**config.mk**
```make
export PLATFORM = sky130hd
export DESIGN_NAME = vit_bitout
export DESIGN_NICKNAME = d
export VERILOG_FILES = /design/src/rtl/bsout_pkg.sv /design/src/rtl/bsout_dly.sv /design/src/rtl/bsout_renc.sv /design/src/rtl/bsout_ser.sv /design/src/rtl/vit_bitout.sv
export SDC_FILE = /design/constraint.sdc
export NUM_CORES = 1
export LEC_CHECK = 0
export BUFFER_PORTS_ARGS = -buffer_cell sky130_fd_sc_hd__buf_2
export CAP_MARGIN = 30
export CORE_ASPECT_RATIO = 0.5
export CORE_UTILIZATION = 29
export DETAILED_ROUTE_END_ITERATION = 10
export HOLD_SLACK_MARGIN = 0.02
export REMOVE_ABC_BUFFERS = 1
export SLEW_MARGIN = 20
export SYNTH_ARGS = -nofsm -noshare
export SYNTH_HDL_FRONTEND = slang
export SYNTH_SLANG_ARGS = --single-unit
```
**constraint.sdc**
```tcl
create_clock -name clk -period 1.75 [get_ports clk]
set_clock_uncertainty 0.2 [all_clocks]
set_input_delay 0.35 -clock clk [delete_from_list [all_inputs] [get_ports clk]]
set_output_delay 0.35 -clock clk [all_outputs]
set_load 0.005 [all_outputs]
```
**src/rtl/bsout_pkg.sv**
```systemverilog
package bsout_pkg;
  localparam int CONS_LEN = 7;
  localparam int HIST_W   = CONS_LEN - 1;
  localparam int N_CODE   = 4;
  localparam int PH_W     = 3;
  // generator i sits at GEN_VEC[i*CONS_LEN +: CONS_LEN], MSB taps the current bit
  localparam logic [N_CODE*CONS_LEN-1:0] GEN_VEC =
    {7'o133, 7'o145, 7'o171, 7'o133};

  typedef struct packed {
    logic dat;
    logic err;
    logic win;
  } slot_t;
endpackage

```
**src/rtl/bsout_dly.sv**
```systemverilog
module bsout_dly #(
  parameter int W     = 8,
  parameter int DEPTH = 16
) (
  input  logic         clk,
  input  logic         rst_n,
  input  logic         shift,
  input  logic [W-1:0] din,
  output logic [W-1:0] dout
);
  localparam int CW = $clog2(DEPTH + 1);

  logic [W-1:0] stg [DEPTH];

  for (genvar g = 0; g < DEPTH; g++) begin : g_stage
    logic [W-1:0] src;
    if (g == 0) begin : g_head
      assign src = din;
    end else begin : g_body
      assign src = stg[g-1];
    end
    always_ff @(posedge clk or negedge rst_n) begin
      if (!rst_n)     stg[g] <= '0;
      else if (shift) stg[g] <= src;
    end
  end

  assign dout = stg[DEPTH-1];

  // checker: count shifts since reset, saturating at DEPTH
  logic [CW-1:0] fill_q;
  always_ff @(posedge clk or negedge rst_n) begin
    if (!rst_n)                                  fill_q <= '0;
    else if (shift && (fill_q != CW'(DEPTH)))    fill_q <= fill_q + 1'b1;
  end


  dly_empty_chk: assert property (@(posedge clk) disable iff (!rst_n)
    (fill_q < CW'(DEPTH)) |-> (dout == '0));
endmodule

```
**src/rtl/bsout_renc.sv**
```systemverilog
module bsout_renc
  import bsout_pkg::*;
(
  input  logic              clk,
  input  logic              rst_n,
  input  logic              step,
  input  logic              restart,
  input  logic              bit_in,
  input  logic [N_CODE-1:0] code_ref,
  input  logic [N_CODE-1:0] mask,
  output logic              mis
);
  logic [HIST_W-1:0]   hist_q, hist_nxt, hist_use;
  logic [CONS_LEN-1:0] win_bits;
  logic [N_CODE-1:0]   enc;

  always_comb begin
    hist_use = restart ? '0 : hist_q;
    win_bits = {bit_in, hist_use};
    for (int i = 0; i < N_CODE; i++) begin
      enc[i] = ^(win_bits & GEN_VEC[i*CONS_LEN +: CONS_LEN]);
    end
    mis      = |((enc ^ code_ref) & mask);
    hist_nxt = step ? {bit_in, hist_use[HIST_W-1:1]} : hist_q;
  end

  always_ff @(posedge clk or negedge rst_n) begin
    if (!rst_n) hist_q <= '0;
    else        hist_q <= hist_nxt;
  end


  hist_clear_chk: assert property (@(posedge clk) disable iff (!rst_n)
    (step && restart) |=> (hist_q == {$past(bit_in), {(HIST_W-1){1'b0}}}));


  punct_quiet_chk: assert property (@(posedge clk) disable iff (!rst_n)
    (mask == '0) |-> !mis);
endmodule

```
**src/rtl/bsout_ser.sv**
```systemverilog
module bsout_ser
  import bsout_pkg::*;
(
  input  logic  clk,
  input  logic  rst_n,
  input  logic  push,
  input  slot_t din,
  output logic  out_clk,
  output slot_t dout
);
  logic [PH_W-1:0] ph_q, ph_nxt;
  logic            pend_q, pend_nxt;
  logic            act_q, act_nxt;
  slot_t           hold_q, hold_nxt;
  slot_t           out_q, out_nxt;
  logic            bound, load;

  always_comb begin
    bound    = (ph_q == {PH_W{1'b1}});
    load     = bound && pend_q;
    ph_nxt   = ph_q + 1'b1;
    hold_nxt = push ? din : hold_q;
    pend_nxt = push ? 1'b1 : (load ? 1'b0 : pend_q);
    out_nxt  = load ? hold_q : out_q;
    act_nxt  = bound ? pend_q : act_q;
  end

  always_ff @(posedge clk or negedge rst_n) begin
    if (!rst_n) begin
      ph_q   <= '0;
      pend_q <= 1'b0;
      act_q  <= 1'b0;
      hold_q <= '0;
      out_q  <= '0;
    end else begin
      ph_q   <= ph_nxt;
      pend_q <= pend_nxt;
      act_q  <= act_nxt;
      hold_q <= hold_nxt;
      out_q  <= out_nxt;
    end
  end

  assign out_clk = act_q && ph_q[PH_W-1];
  assign dout    = out_q;

  // checker: cycles since last push, saturating at 7
  logic [2:0] gap_q;
  always_ff @(posedge clk or negedge rst_n) begin
    if (!rst_n)            gap_q <= 3'd7;
    else if (push)         gap_q <= 3'd0;
    else if (gap_q != 3'd7) gap_q <= gap_q + 1'b1;
  end


  push_spacing_chk: assert property (@(posedge clk) disable iff (!rst_n)
    push |-> (gap_q == 3'd7));


  no_overwrite_chk: assert property (@(posedge clk) disable iff (!rst_n)
    push |-> (!pend_q || load));


  steady_at_rise_chk: assert property (@(posedge clk) disable iff (!rst_n)
    $rose(out_clk) |-> $stable(out_q));


  pulse_width_chk: assert property (@(posedge clk) disable iff (!rst_n)
    $rose(out_clk) |=> out_clk);
endmodule

```
**src/rtl/vit_bitout.sv**
```systemverilog
module vit_bitout
  import bsout_pkg::*;
#(
  parameter int DEC_LAT = 16
) (
  input  logic       clk,
  input  logic       rst_n,
  input  logic       win_mode,
  input  logic       dec_vld,
  input  logic       dec_bit,
  input  logic       dec_frame_start,
  input  logic       dec_fic,
  input  logic       dec_sub_start,
  input  logic [3:0] cw_bits,
  input  logic [3:0] cw_mask,
  output logic       bit_clk,
  output logic       bit_dat,
  output logic       bit_err,
  output logic       bit_win
);
  localparam int DW = 2 * N_CODE;

  logic [DW-1:0]     dly_out;
  logic [N_CODE-1:0] d_code, d_mask;
  logic              mis;
  slot_t             slot_in, slot_out;

  bsout_dly #(.W(DW), .DEPTH(DEC_LAT)) u_dly (
    .clk   (clk),
    .rst_n (rst_n),
    .shift (dec_vld),
    .din   ({cw_mask, cw_bits}),
    .dout  (dly_out)
  );

  assign d_code = dly_out[N_CODE-1:0];
  assign d_mask = dly_out[DW-1:N_CODE];

  bsout_renc u_renc (
    .clk      (clk),
    .rst_n    (rst_n),
    .step     (dec_vld),
    .restart  (dec_frame_start),
    .bit_in   (dec_bit),
    .code_ref (d_code),
    .mask     (d_mask),
    .mis      (mis)
  );

  always_comb begin
    slot_in.dat = dec_bit;
    slot_in.err = mis;
    slot_in.win = win_mode ? dec_fic : dec_sub_start;
  end

  bsout_ser u_ser (
    .clk     (clk),
    .rst_n   (rst_n),
    .push    (dec_vld),
    .din     (slot_in),
    .out_clk (bit_clk),
    .dout    (slot_out)
  );

  assign bit_dat = slot_out.dat;
  assign bit_err = slot_out.err;
  assign bit_win = slot_out.win;
endmodule

```
==> flow_summary.html <==
<table>
<tr><th>Metric</th><th>Value</th></tr>
<tr><th colspan="2">Global routing</th></tr>
<tr><td>Global-route wire length before repair</td><td>13.7 mm</td></tr>
<tr><td>Met3 Use GR</td><td>3.26%</td></tr>
<tr><td>Remaining global-route overflow</td><td>0</td></tr>
<tr><td>Global-route track usage on met2</td><td>13.3%</td></tr>
<tr><td>Pin count of the biggest net entering global routing</td><td>54</td></tr>
<tr><td>Gr busiest metal</td><td>met2</td></tr>
<tr><td>Initial antenna violation count</td><td>0</td></tr>
<tr><td>Global routing met1 resource utilization</td><td>10.9%</td></tr>
<tr><td>Vias in the first global route</td><td>2886</td></tr>
<tr><td>Overall track demand over capacity in global routing</td><td>8.74%</td></tr>
<tr><th colspan="2">Floorplan</th></tr>
<tr><td>Die outline width</td><td>198 um</td></tr>
<tr><td>Die footprint</td><td>19800 um^2</td></tr>
<tr><td>Row cnt</td><td>35</td></tr>
<tr><td>Chip Height</td><td>99.9 um</td></tr>
<tr><td>Effective utilization at floorplan</td><td>29.9%</td></tr>
<tr><td>Number of ports placed on the die boundary</td><td>20</td></tr>
<tr><td>Core footprint</td><td>18600 um^2</td></tr>
<tr><th colspan="2">Timing</th></tr>
<tr><td>Worst rel slew slack</td><td>80.5%</td></tr>
<tr><td>Hold violation count in the final report</td><td>0</td></tr>
<tr><td>Max-slew violation count</td><td>0</td></tr>
<tr><td>Maximum clock frequency</td><td>0.593 GHz</td></tr>
<tr><td>Finish-stage setup viols</td><td>0</td></tr>
<tr><td>Transition time at the pin with the least slew margin</td><td>0.290 ns</td></tr>
<tr><td>Unrepaired setup endpoints after global routing</td><td>yes</td></tr>
<tr><td>Ratio of final minimum period to clock period</td><td>96.3%</td></tr>
<tr><td>Aggregate negative setup slack</td><td>0 ns</td></tr>
<tr><td>Final period demand of the worst path</td><td>1.69 ns</td></tr>
<tr><th colspan="2">Synthesis</th></tr>
<tr><td>EDFF count, synth</td><td>0</td></tr>
<tr><td>Mean cell area of the mapped netlist</td><td>16.1 um^2</td></tr>
<tr><td>Count of distinct cell types in the synthesized netlist</td><td>27</td></tr>
<tr><td>Share of synthesized flip-flops with an asynchronous set or reset</td><td>100%</td></tr>
<tr><td>Top cell type's share of synthesized area</td><td>64.8%</td></tr>
<tr><td>Yosys warning count</td><td>0</td></tr>
<tr><td>Most frequent cell after synthesis</td><td>dfrtp_1</td></tr>
<tr><td>Leading post-synthesis cells by cell area</td><td>dfrtp_1 (65%), mux2_2 (27%), buf_2 (1.1%), xnor2_1 (0.95%), xnor2_2 (0.59%)</td></tr>
<tr><td>Number of register bits inferred by synthesis</td><td>144</td></tr>
<tr><td>Synth Cell Area</td><td>5560 um^2</td></tr>
<tr><td>Cell types with the highest counts after synthesis</td><td>dfrtp_1 (144), mux2_2 (135), buf_2 (12)</td></tr>
<tr><td>Seq/Total Area, Yosys</td><td>64.8%</td></tr>
<tr><td>Dominant cell type by area after synthesis</td><td>dfrtp_1</td></tr>
<tr><td>Cell count after synthesis</td><td>346</td></tr>
<tr><td>Primary flip-flop cell chosen by synthesis mapping</td><td>dfrtp_1</td></tr>
<tr><th colspan="2">Drt</th></tr>
<tr><td>DRC violation count after routing</td><td>0</td></tr>
<tr><td>Wire length reported by the detailed router</td><td>7.23 mm</td></tr>
<tr><td>Routed wirelength normalized by instance count</td><td>11.0 um</td></tr>
<tr><td>Total via count in the routed design</td><td>2727</td></tr>
<tr><td>Count of antenna-violating nets left after detailed routing</td><td>0</td></tr>
<tr><td>Number of violations reported at the end of detailed-routing iteration 0</td><td>81</td></tr>
<tr><td>Iteration count of the initial detailed-routing pass</td><td>4</td></tr>
<tr><td>Average via count per standard cell</td><td>4.14</td></tr>
<tr><th colspan="2">Finish</th></tr>
<tr><td>Final nets</td><td>405</td></tr>
<tr><td>Final antenna diode count</td><td>0</td></tr>
<tr><td>Total area of multi-input combinational cells</td><td>1860 um^2</td></tr>
<tr><td>Sequential cell area</td><td>3600 um^2</td></tr>
<tr><td>Core occupancy in the finished layout</td><td>36.7%</td></tr>
<tr><td>Layout cell share with drive strength beyond 1</td><td>50.5%</td></tr>
<tr><td>Post-synthesis to final-layout area growth</td><td>22.5%</td></tr>
<tr><td>Number of non-filler instances in the completed layout</td><td>659</td></tr>
<tr><td>Filler Cells Inserted</td><td>1796</td></tr>
<tr><th colspan="2">Clock network</th></tr>
<tr><td>Clk pin slew, worst setup/hold paths</td><td>0.06 ns</td></tr>
<tr><td>Clock latency on the worst-skew pair</td><td>0.41 ns</td></tr>
<tr><td>H-tree depth reported by CTS</td><td>4</td></tr>
<tr><td>Clock tree from TritonCTS</td><td>yes</td></tr>
<tr><td>Total number of clock tree sinks</td><td>144</td></tr>
<tr><td>Maximum clock path buffer count</td><td>2</td></tr>
<tr><td>Root buffer selected by CTS</td><td>clkbuf_16</td></tr>
<tr><td>Number of buffers created by CTS</td><td>17</td></tr>
<tr><td>Number of buffers inserted by post-CTS setup repair</td><td>0</td></tr>
<tr><th colspan="2">Critical path</th></tr>
<tr><td>Reg2Reg Capture Point</td><td>u_ser.hold_q[1]$_DFFE_PN0P_</td></tr>
<tr><td>Nature of the critical path startpoint</td><td>flop</td></tr>
<tr><td>Depth of the worst register-to-register path</td><td>5</td></tr>
<tr><td>Worst endpoint required time</td><td>1.83 ns</td></tr>
<tr><td>Data arrival time of the critical path</td><td>1.77 ns</td></tr>
<tr><td>Critical Path Sink Type</td><td>flop</td></tr>
<tr><td>Origin of the worst setup path</td><td>u_renc.hist_q[0]$_DFFE_PN0P_</td></tr>
<tr><td>Maximum fanout encountered on the critical timing path</td><td>3</td></tr>
<tr><td>Register-to-register setup slack</td><td>0.06 ns</td></tr>
<tr><td>R2r startpoint</td><td>u_renc.hist_q[0]$_DFFE_PN0P_</td></tr>
<tr><td>Critical Path Sink</td><td>u_ser.hold_q[1]$_DFFE_PN0P_</td></tr>
<tr><td>Category of the most critical setup path</td><td>flop to flop</td></tr>
<tr><th colspan="2">Placement</th></tr>
<tr><td>Final Wtd Congestion</td><td>0.736</td></tr>
<tr><td>Number of input and output port buffers inserted</td><td>19</td></tr>
<tr><td>Placed Cells</td><td>618</td></tr>
<tr><td>Detailed placement HPWL</td><td>4.60 mm</td></tr>
<tr><th colspan="2">Power</th></tr>
<tr><td>Sw Pwr</td><td>0.00240 W</td></tr>
<tr><td>Clock share of power</td><td>36.5%</td></tr>
<tr><td>Internal</td><td>0.00804 W</td></tr>
<tr><td>Power density over the cells</td><td>1530 nW/um^2</td></tr>
<tr><td>Leakage power figure</td><td>2.96 nW</td></tr>
<tr><td>Max IR drop VDD</td><td>0.839 mV</td></tr>
<tr><td>Part of the total power dissipated in combinational logic</td><td>15.0%</td></tr>
<tr><td>Sw frac</td><td>22.9%</td></tr>
<tr><td>Overall Power</td><td>0.0104 W</td></tr>
<tr><td>Sequential Power Share</td><td>48.5%</td></tr>
<tr><th colspan="2">Worst hold path</th></tr>
<tr><td>Path type of the worst min-delay path</td><td>input pin to flop</td></tr>
<tr><td>Cell depth of the worst hold path</td><td>3</td></tr>
<tr><th colspan="2">Run</th></tr>
<tr><td>Number of maximum-capacitance violations</td><td>0</td></tr>
<tr><th colspan="2">Status</th></tr>
<tr><td>Outcome</td><td>complete, no violations</td></tr>
</table>
## area by class of cell
class / instances / area share, %
sequential: 144 / 52.9
multi-input combinational: 180 / 27.3
clock buffer: 19 / 6.65
timing repair buffer: 39 / 5.35
tap: 259 / 4.76
clock inverter: 13 / 2.72
inverter: 5 / 0.276
## worst max-delay path, stage by stage, from the launching register on
cell      delay [ns]
dfrtp_1         0.43
xor2_2          0.23
mux2i_1         0.24
xnor2_1         0.11
a221oi_2        0.25
a31oi_1         0.10
## per-layer routing
layer / share of wire, % / wire, um / vias to the layer above
met5: 0 / 0 / -
met4: 1.5 / 111 / 0
met3: 3.1 / 226 / 13
met2: 46 / 3290 / 23
met1: 50 / 3600 / 1394
li1: - / - / 1297
## cells by family (layout without fill, tap and decap cells)
| kind of cell | count (synthesis) | in the layout | synth area share, % |
|---|---|---|---|
| DFF | 144 | 144 | 64.8 |
| muxes | 138 | 138 | 27.9 |
| buffers and inverters | 22 | 76 | 1.96 |
| and+or+nand+nor | 21 | 21 | 2.00 |
| xor gates and xnor gates | 10 | 10 | 1.85 |
| AOI/OAI and AO/OA | 9 | 9 | 1.01 |
| adders and majority gates | 2 | 2 | 0.450 |
## power by group through the flow
stage          clock, W  sequential [W]  combinational, W
2_1_floorplan         0         0.00493           0.00125
3_3_place_gp          0         0.00508           0.00151
3_5_place_dp          0         0.00513           0.00157
4_1_cts         0.00392         0.00508           0.00160
5_1_grt         0.00407         0.00526           0.00175
6_report        0.00381         0.00506           0.00157
## flip-flops by register name, indices dropped and copies added, names as in the netlist
register and count:
u_ser.hold_q 2, u_dly.g_stage.src 120, u_renc.hist_q 6, u_ser.pend_q 1, u_dly.dout 8, u_ser.dout 3
u_ser.ph_q 3, u_ser.act_q 1
## per-stage QoR
step | instance area [um^2] | hold WS [ns] | worst slack (ns)
finish | 6810 | 0.0451 | 0.0640
global route | 6810 | 0.0364 | -0.0625
CTS | 6800 | 0.0299 | 0.0386
detailed placement | 6070 | 0.0243 | -0.00518
global placement | 6070 | 0.0217 | 0.0214
floorplan | 5470 | -0.146 | 0.103
## repair_timing
action                                  CTS  global route
hold endpoints to repair                152             0
pin swaps                                 0             4
gates resized for setup                   1             1
endpoints found under the setup margin    1             1
hold buffers                              9             0
## cell usage in the layout (no fill, tap or decap), types with 2 or more instances in the layout
cell / n
clkbuf_16: 17
nand3b_1: 4
inv_1: 5
clkbuf_8: 2
o21ai_0: 4
buf_12: 7
nand3_1: 2
ha_1: 2
xnor2_1: 6
clkinv_4: 3
xnor2_2: 2
clkinv_2: 3
buf_4: 5
buf_2: 17
nor2_1: 6
mux2i_1: 3
bufinv_16: 4
mux2_2: 135
nor2b_1: 2
nand2_1: 4
clkinvlp_4: 2
dfrtp_1: 144
dlygate4sd3_1: 9
## worst min path at each step
stage | from | endpoint
finish | dec_sub_start | u_ser.hold_q[0]$_DFFE_PN0P_
global route | dec_sub_start | u_ser.hold_q[0]$_DFFE_PN0P_
CTS | dec_sub_start | u_ser.hold_q[0]$_DFFE_PN0P_
detailed placement | rst_n | u_ser.dout[0]$_DFFE_PN0P_
global placement | rst_n | u_ser.dout[2]$_DFFE_PN0P_
floorplan | rst_n | u_dly.dout[0]$_DFFE_PN0P_
(Power assumes the default switching activity.)
